==> src/rtl/xfer_csr_pkg.sv <==
`timescale 1ns/1ps
package xfer_csr_pkg;
  localparam int OFS_CTRL = 'h00;
  localparam int OFS_STAT = 'h04;
  localparam int OFS_CUR  = 'h08;
  localparam int OFS_NEXT = 'h24;

  localparam int BIT_ENABLE = 0;
  localparam int BIT_APPEND = 1;
  localparam int BIT_BUSY   = 13;

  // Sticky status events: index 0..5 -> bit position
  localparam int NUM_STICKY = 6;
  localparam int STICKY_POS [NUM_STICKY] = '{12, 11, 9, 5, 4, 3};

  typedef enum logic [2:0] {
    SEL_NONE, SEL_CTRL, SEL_STAT, SEL_CUR, SEL_NEXT
  } rdSelT;

  typedef struct packed {
    logic  wrCtrl;
    logic  wrStat;
    logic  wrNext;
    logic  rdStb;
    rdSelT rdSel;
  } csrStrobeT;
endpackage

==> src/rtl/xfer_csr_decode.sv <==
`timescale 1ns/1ps
module xfer_csr_decode
  import xfer_csr_pkg::*;
#(
  parameter int ADDR_W = 8
) (
  input  logic              busWrEn,
  input  logic              busRdEn,
  input  logic [ADDR_W-1:0] busAddr,
  output csrStrobeT         strb
);
  logic isCtrl, isStat, isCur, isNext;

  always_comb begin
    isCtrl = (busAddr == ADDR_W'(OFS_CTRL));
    isStat = (busAddr == ADDR_W'(OFS_STAT));
    isCur  = (busAddr == ADDR_W'(OFS_CUR));
    isNext = (busAddr == ADDR_W'(OFS_NEXT));

    strb.wrCtrl = busWrEn & isCtrl;
    strb.wrStat = busWrEn & isStat;
    strb.wrNext = busWrEn & isNext;
    strb.rdStb  = busRdEn;
    if (isCtrl)      strb.rdSel = SEL_CTRL;
    else if (isStat) strb.rdSel = SEL_STAT;
    else if (isCur)  strb.rdSel = SEL_CUR;
    else if (isNext) strb.rdSel = SEL_NEXT;
    else             strb.rdSel = SEL_NONE;
  end
endmodule

==> src/rtl/xfer_csr_regs.sv <==
`timescale 1ns/1ps
module xfer_csr_regs
  import xfer_csr_pkg::*;
#(
  parameter int DATA_W = 32
) (
  input  logic              clk,
  input  logic              rstN,
  input  csrStrobeT         strb,
  input  logic [DATA_W-1:0] busWrData,
  output logic [DATA_W-1:0] busRdData,
  input  logic              engBusy,
  input  logic              engFetch,
  input  logic [DATA_W-1:0] engFetchAddr,
  input  logic              engFetchIrqEn,
  input  logic              engEot,
  input  logic              engEoc,
  input  logic              engErrParity,
  input  logic              engErrMcAbort,
  input  logic              engErrTgtAbort,
  input  logic              engErrMstAbort,
  output logic              chanEnable,
  output logic              appendPulse,
  output logic [DATA_W-1:0] nextDescAddr,
  output logic [DATA_W-1:0] curDescAddr,
  output logic [DATA_W-1:0] statusWord,
  output logic              irq
);
  logic                  enableQ;
  logic                  appendQ;
  logic                  irqEnQ;
  logic [DATA_W-1:0]     nextQ;
  logic [DATA_W-1:0]     curQ;
  logic [DATA_W-1:0]     rdQ;
  logic [NUM_STICKY-1:0] stickyQ;
  logic [NUM_STICKY-1:0] evt;
  logic [DATA_W-1:0]     ctrlWord;

  // completion events gated by the latched descriptor interrupt flag
  assign evt = {engErrMstAbort, engErrTgtAbort, engErrMcAbort, engErrParity,
                engEoc & irqEnQ, engEot & irqEnQ};

  always_ff @(posedge clk) begin
    if (!rstN) begin
      enableQ <= 1'b0;
      appendQ <= 1'b0;
      irqEnQ  <= 1'b0;
      nextQ   <= '0;
      curQ    <= '0;
    end else begin
      appendQ <= strb.wrCtrl & busWrData[BIT_APPEND];
      if (strb.wrCtrl) enableQ <= busWrData[BIT_ENABLE];
      if (strb.wrNext) nextQ <= busWrData;
      if (engFetch) begin
        curQ   <= engFetchAddr;
        irqEnQ <= engFetchIrqEn;
      end
    end
  end

  for (genvar g = 0; g < NUM_STICKY; g++) begin : gSticky
    logic clrHit;
    assign clrHit = strb.wrStat & busWrData[STICKY_POS[g]];
    always_ff @(posedge clk) begin
      if (!rstN) stickyQ[g] <= 1'b0;
      else       stickyQ[g] <= evt[g] | (stickyQ[g] & ~clrHit);
    end
  end

  always_comb begin
    statusWord = '0;
    statusWord[BIT_BUSY] = engBusy;
    for (int k = 0; k < NUM_STICKY; k++) statusWord[STICKY_POS[k]] = stickyQ[k];
    ctrlWord = '0;
    ctrlWord[BIT_ENABLE] = enableQ;
  end

  always_ff @(posedge clk) begin
    if (!rstN) rdQ <= '0;
    else if (strb.rdStb) begin
      case (strb.rdSel)
        SEL_CTRL: rdQ <= ctrlWord;
        SEL_STAT: rdQ <= statusWord;
        SEL_CUR:  rdQ <= curQ;
        SEL_NEXT: rdQ <= nextQ;
        default:  rdQ <= '0;
      endcase
    end
  end

  assign busRdData    = rdQ;
  assign chanEnable   = enableQ;
  assign appendPulse  = appendQ;
  assign nextDescAddr = nextQ;
  assign curDescAddr  = curQ;
  assign irq          = |stickyQ;
endmodule

==> src/rtl/xfer_chan_csr.sv <==
`timescale 1ns/1ps
module xfer_chan_csr
  import xfer_csr_pkg::*;
#(
  parameter int ADDR_W = 8,
  parameter int DATA_W = 32
) (
  input  logic              clk,
  input  logic              rstN,
  input  logic              busWrEn,
  input  logic              busRdEn,
  input  logic [ADDR_W-1:0] busAddr,
  input  logic [DATA_W-1:0] busWrData,
  output logic [DATA_W-1:0] busRdData,
  input  logic              engBusy,
  input  logic              engFetch,
  input  logic [DATA_W-1:0] engFetchAddr,
  input  logic              engFetchIrqEn,
  input  logic              engEot,
  input  logic              engEoc,
  input  logic              engErrParity,
  input  logic              engErrMcAbort,
  input  logic              engErrTgtAbort,
  input  logic              engErrMstAbort,
  output logic              chanEnable,
  output logic              appendPulse,
  output logic [DATA_W-1:0] nextDescAddr,
  output logic              irq
);
  csrStrobeT         strb;
  logic [DATA_W-1:0] curDescAddr;
  logic [DATA_W-1:0] statusWord;

  xfer_csr_decode #(.ADDR_W(ADDR_W)) u_decode (
    .busWrEn(busWrEn), .busRdEn(busRdEn), .busAddr(busAddr), .strb(strb)
  );

  xfer_csr_regs #(.DATA_W(DATA_W)) u_regs (
    .clk(clk), .rstN(rstN), .strb(strb), .busWrData(busWrData),
    .busRdData(busRdData), .engBusy(engBusy), .engFetch(engFetch),
    .engFetchAddr(engFetchAddr), .engFetchIrqEn(engFetchIrqEn),
    .engEot(engEot), .engEoc(engEoc), .engErrParity(engErrParity),
    .engErrMcAbort(engErrMcAbort), .engErrTgtAbort(engErrTgtAbort),
    .engErrMstAbort(engErrMstAbort), .chanEnable(chanEnable),
    .appendPulse(appendPulse), .nextDescAddr(nextDescAddr),
    .curDescAddr(curDescAddr), .statusWord(statusWord), .irq(irq)
  );
endmodule

==> config.mk <==
export PLATFORM = sky130hd
export DESIGN_NAME = xfer_chan_csr
export DESIGN_NICKNAME = d
export VERILOG_FILES = /design/src/rtl/xfer_csr_pkg.sv /design/src/rtl/xfer_csr_decode.sv /design/src/rtl/xfer_csr_regs.sv /design/src/rtl/xfer_chan_csr.sv
export SDC_FILE = /design/constraint.sdc
export NUM_CORES = 1
export LEC_CHECK = 0
export BUFFER_PORTS_ARGS = -buffer_cell sky130_fd_sc_hd__clkbuf_2
export CAP_MARGIN = 20
export CORE_MARGIN = 1.5
export CORE_UTILIZATION = 30
export CTS_BUF_LIST = sky130_fd_sc_hd__clkbuf_4 sky130_fd_sc_hd__clkbuf_8
export CTS_CLUSTER_SIZE = 40
export DETAILED_ROUTE_END_ITERATION = 10
export PLACE_DENSITY = 0.6
export REMOVE_ABC_BUFFERS = 1
export SLEW_MARGIN = 0
export SYNTH_ARGS = -nofsm -noshare
export SYNTH_HDL_FRONTEND = slang
export SYNTH_SLANG_ARGS = --single-unit
export TNS_END_PERCENT = 5
==> constraint.sdc <==
create_clock -name clk -period 1.4 [get_ports clk]
set_clock_uncertainty 0.2 [all_clocks]
set_input_delay 0.07 -clock clk [delete_from_list [all_inputs] [get_ports clk]]
set_output_delay 0.07 -clock clk [all_outputs]
set_load 0.1 [all_outputs]
; After elaboration in Yosys (flattened, before gate mapping)
; Index checks and enable logic that the tools add are counted.
[totals]
ff_bits = 105
out_inout_bits = 67
wordCells = 56
[classes]
n_eq_ne = 7
n_mux = 5
n_bitwise = 30
reduce_logical = 2
[op_table]
columns = cell, count
row1 = 32-bit case mux with 4 select lines, 1
row2 = 1-bit bitwise AND, 18
row3 = 3-bit 2-to-1 mux, 4
row4 = "8-bit by 3-bit equality test with 1-bit output, second input constant", 1
row5 = "8-bit by 4-bit equality test with 1-bit output, second input constant", 1
row6 = "8-bit by 6-bit equality test with 1-bit output, second input constant", 1
row7 = 8-bit logical NOT, 1
row8 = "3-bit by 2-bit equality test with 1-bit output, second input constant", 2
row9 = 1-bit inverter, 6
row10 = 1-bit OR, 6
row11 = 6-bit OR reduction, 1
row12 = "3-bit by 1-bit equality test with 1-bit output, second input constant", 1
row13 = "3-bit equality test, second input constant", 1

; Depth between registers and ports, before layout
[depth]
depth_word = 7
ltp_mapped = 7

; Hierarchy
; Synthesis repeated with hierarchy kept, for this count alone.
[unflattened]
hier_cells = 453
area_unflattened_um2 = 4529.3
[modules_own_cells]
columns = module, instances, cells_each, area_per_inst_um2, seq_area_each_um2
row1 = xfer_csr_regs, 1, 440, 4434.3, 2102.0
row2 = xfer_csr_decode, 1, 13, 95.1, 0.0

; Worst setup path before layout
; Ideal clock, no wire load.
[synth_path]
kind = flip-flop to flip-flop
startpoint = register u_regs.enableQ, in the netlist u_regs.chanEnable
endpoint = register u_regs.rdQ[0], in the netlist u_regs.busRdData[0]
setup_ns = 0.076
arrival_time_ns = 1.440
required_time_ns = 1.124
setup_slack_ns = -0.316
path_stages_with_launch = 4
cell_sequence = dfxtp_1 -> mux2_2 -> a32oi_1 -> o21ai_0
[synth_between]
elab_chain_len = 1
[synth_rtl]
columns = item, line_no
row1 = start: declaration, xfer_csr_regs.sv:29  ; logic enableQ;
row2 = start signal: assignment, xfer_csr_regs.sv:52  ; if (strb.wrCtrl) enableQ <= busWrData[BIT_ENABLE];
row3 = 32-bit case mux with 4 select lines, xfer_csr_regs.sv:81  ; case (strb.rdSel)
row4 = end signal: assignment, xfer_csr_regs.sv:82  ; SEL_CTRL: rdQ <= ctrlWord;
row5 = end signal: assignment, xfer_csr_regs.sv:83  ; SEL_STAT: rdQ <= statusWord;
row6 = end signal: assignment, xfer_csr_regs.sv:84  ; SEL_CUR: rdQ <= curQ;
row7 = end: declaration, xfer_csr_regs.sv:34  ; logic [DATA_W-1:0] rdQ;
; No other way between the ends.
; A chain may end at the register's enable or synchronous reset.

; Final worst setup path
[layout_path]
startpoint = register u_regs.stickyQ[4], in the netlist u_regs.statusWord[4]
endpoint = output irq
[layout_between]
elab_chain_len = 1
[layout_rtl]
columns = item, line_no
row1 = start: declaration, xfer_csr_regs.sv:35  ; logic [NUM_STICKY-1:0] stickyQ;
row2 = start signal: indexed assignment, xfer_csr_regs.sv:66  ; else stickyQ[g] <= evt[g] | (stickyQ[g] & ~clrHit);
row3 = 6-bit OR reduction, xfer_csr_regs.sv:96  ; assign irq = |stickyQ;
row4 = end: declaration, xfer_chan_csr.sv:28  ; output logic irq
; No other way between the ends.

==> results.md <==
- Status: finished with violations
- Failing checks: hold timing, setup timing
- Seq cells post-synth: around 110
- Post-DRT Antenna Nets: 0
- # diodes: 0
- Layout area overhead: 63.1%
- Vias: around 4200
- Post-route setup TNS: -0.185 ns
- Area share of fa/ha/maj cells after synthesis: 0%
- Sequential Power Share: 50.6%
- Worst hold path depth: 4
- P_int: 4.75 mW
- Max VDD drop: between 0.5 and 0.6 mV
- Commonest non-fill, non-tap cell in the layout: dfxtp_1
- First-pass GRT wire length: 20300 um
- Syn avg cell area: about 9.3 sq um
- NetSw: 1.38 mW
- Synth warn: 0
- Terminus of the critical flop-to-flop path: u_regs.curDescAddr[2]
- Die Ht: 121 um
- I/O pins: 152
- Row Count: 42
- Clock buffer count from CTS: 9
- Worst setup SP type: register
- Reg2reg setup slack: around 0.020 ns
- Clk pwr share: 37.2%
- CTS sink cnt: 105
- Worst R2R Path Depth: 3
- Worst Setup Path Type: register to output pin
- TritonCTS clock tree: yes
- Worst r2r src: u_regs.curDescAddr[2]
- Largest family of logic cells by synthesized area: simple AND/OR/NAND/NOR gates
- Least-Margin Pin Slew: 0.428 ns
- Post-synth EDFFs: 0
- XOR/XNOR Fraction of Synth Area: 0%
- Final Cycle Share: 112%
- CP Max Fanout: 2
- Final setup viols: 4
- Initial DRC count: 234
- Asr flop ratio synth: 0%
- Fin. Hold Viols: 1
- Drt first pass iters: 4
- Synth Flop Type: dfxtp_1
- Sw Ratio: 22.5%
- Min-delay src: rstN
- Worst EP arrival: 1.29 ns
- Vias/cell: 4.83
- Post-Synthesis Cell Area: 4190 sq um
- Post-synthesis mux area share: 10.3%
- Worst Hold Class: input pin to register
- Clk slew on worst S/H paths: 0.10 ns
- Worst slew margin: 71.4%
- # fillers: 1254
- Global route overflow: 0
- Gate power share: 12.2%
- Die ar.: 14700 sq um
- Crit path time final: 1.56 ns
- DPL Wire Length: 8280 um
- Die Wd: about 120 um
- Clock buffer depth: 2
- Final Wtd Congestion: 0.755
- Share of layout cells above drive strength 1: a little under a third
- Vias in the first global route: 4241
- Initial antenna violation count: 0
- Unrepaired setup endpoints after global routing: true
- Routed length per instance: between 15 and 20 um
- Initial Utilization: 31.1%
- Worst setup EP type: output pin
- Total power divided by cell area: 897 nW/um^2
- Seq/Total Area, Yosys: approximately 50%
- Final wirelength: ~13000 um
- Worst skew pair latency: 0.38 ns
- Max Fclk: 640 MHz
- Core area: 13500 sq um
- Post-synthesis compound-gate area fraction: 11.6%
- Cells after Synth: 448
- Hold WS: -0.0413 ns
- Max Cap Viol: 0
- Largest net degree at the start of global routing: 38
- Clock Root Buffer: clkbuf_8
- Port bufs: 151
- Simple-gate portion of the synthesized area: 23.2%
- Fin. max-slew vios: 0
- Unique masters post-synth: 33
- GRT Total Usage: 17.7%
- Nets: 784
- H-tree lvl count: 3
- Final worst setup slack: -0.163 ns
- Remaining DRCs: 0
- Leakage Power: 3.06 nW
- Critical path required time: 1.13 ns
- Total Power: 6.13 mW
- Worst hold path endpoint: u_regs.nextDescAddr[1]
- Leading cell types in the layout, fill and taps excluded: 100 x dfxtp_1, 93 x dlygate4sd3_1, 83 x clkbuf_2
-- worst max path at each step --
| stage | startpoint | end | cells after the start |
|---|---|---|---|
| after floorplan | busAddr[3] | u_regs.nextDescAddr[1] | 4 |
| after global placement | busAddr[3] | u_regs.nextDescAddr[1] | 8 |
| after detailed placement | busAddr[3] | u_regs.busRdData[1] | 6 |
| after CTS | u_regs.statusWord[12] | irq | 3 |
| after global routing | u_regs.statusWord[11] | irq | 3 |
| final | u_regs.statusWord[4] | irq | 3 |
-- sequential cells by signal (all words and copies together), names as in the netlist --
name                 flops
u_regs.busRdData        32
u_regs.nextDescAddr     32
u_regs.curDescAddr      32
u_regs.appendPulse       1
u_regs.irqEnQ            1
u_regs.chanEnable        1
u_regs.statusWord        6
-- final cells by class --
cell class                      instances  area, sq um  area share (%)
Tap cell                              176          220            3.22
Sequential cell                       105         2110            30.9
Multi-Input combinational cell        304         1920            28.1
Clock buffer                           11          145            2.12
Timing Repair Buffer                  277         2330            34.1
Clock inverter                          5          103            1.50
Inverter                                2         7.51           0.110
-- power by group through the flow --
stage               Combinational, mW  Clock, mW  Sequential, mW
finish                          0.748       2.28            3.10
global route                    0.801       2.46            3.11
CTS                             0.716       2.36            3.09
detailed placement              0.501          0            3.16
global placement                0.492          0            3.16
floorplan                       0.180          0            3.16
-- worst max-delay path, stage by stage, from the launching register on --
cell	delay, ns
dfxtp_2	0.35
nor4_4	0.27
nand2_1	0.12
buf_12	0.18
-- cells by family (layout without fill, tap and decap cells) --
group,Yosys count,count (layout)
DFF,105,105
and+or+nand+nor,184,184
AOI/OAI and AO/OA,78,78
buffers and inverters,39,295
muxes,42,42
-- synth_stat cells (2+ instances only) --
library cell / instances / area, sq um
a21oi_1: 4 / 20.0
a31o_2: 2 / 17.5
buf_6: 5 / 56.3
o21ai_1: 20 / 100
buf_4: 3 / 22.5
dfxtp_1: 105 / 2100
mux2i_1: 34 / 340
inv_1: 2 / 7.51
a31oi_1: 2 / 12.5
a22oi_1: 31 / 233
buf_1: 3 / 11.3
nor3b_1: 4 / 30.0
nor3_4: 2 / 32.5
nor4_4: 2 / 42.5
mux2_2: 8 / 90.1
nand2_1: 67 / 251
clkbuf_1: 22 / 82.6
nor2b_1: 35 / 219
nor2_1: 3 / 11.3
o21ai_0: 17 / 85.1
nand3_1: 63 / 315
buf_2: 3 / 15.0
-- repair_timing --
item                       CTS  global route
hold endpoints to repair    78             5
pin swaps                    2             2
setup buffers                2             0
resized for setup            4            11
setup endpoints to repair    1            16
hold buffers                92             5
-- layer usage --
layer	wire, um	vias to the layer above	global-route usage [%]	share of wire, %
met5	0	-	0	0
met4	188	0	5.74	1.4
met3	799	18	5.12	6.0
met2	6780	155	31.6	51
met1	5560	2006	20.2	42
li1	-	2069	-	-
-- metrics by stage --
stage                     instance area [sq um]  utilization, %  setup slack, ns  cells  hold slack [ns]
after floorplan                            4000               -           -0.590    411         -0.00183
after global placement                     5550            41.3           -0.279    765           0.0838
after detailed placement                   5550            41.3           -0.303    765           0.0888
after CTS                                  6750            50.1           -0.193    875          -0.0165
after global routing                       6830            50.8           -0.248    880        -0.000484
final                                      6830            50.8           -0.163    880          -0.0413
No activity file was read; power rests on OpenSTA's default activity.
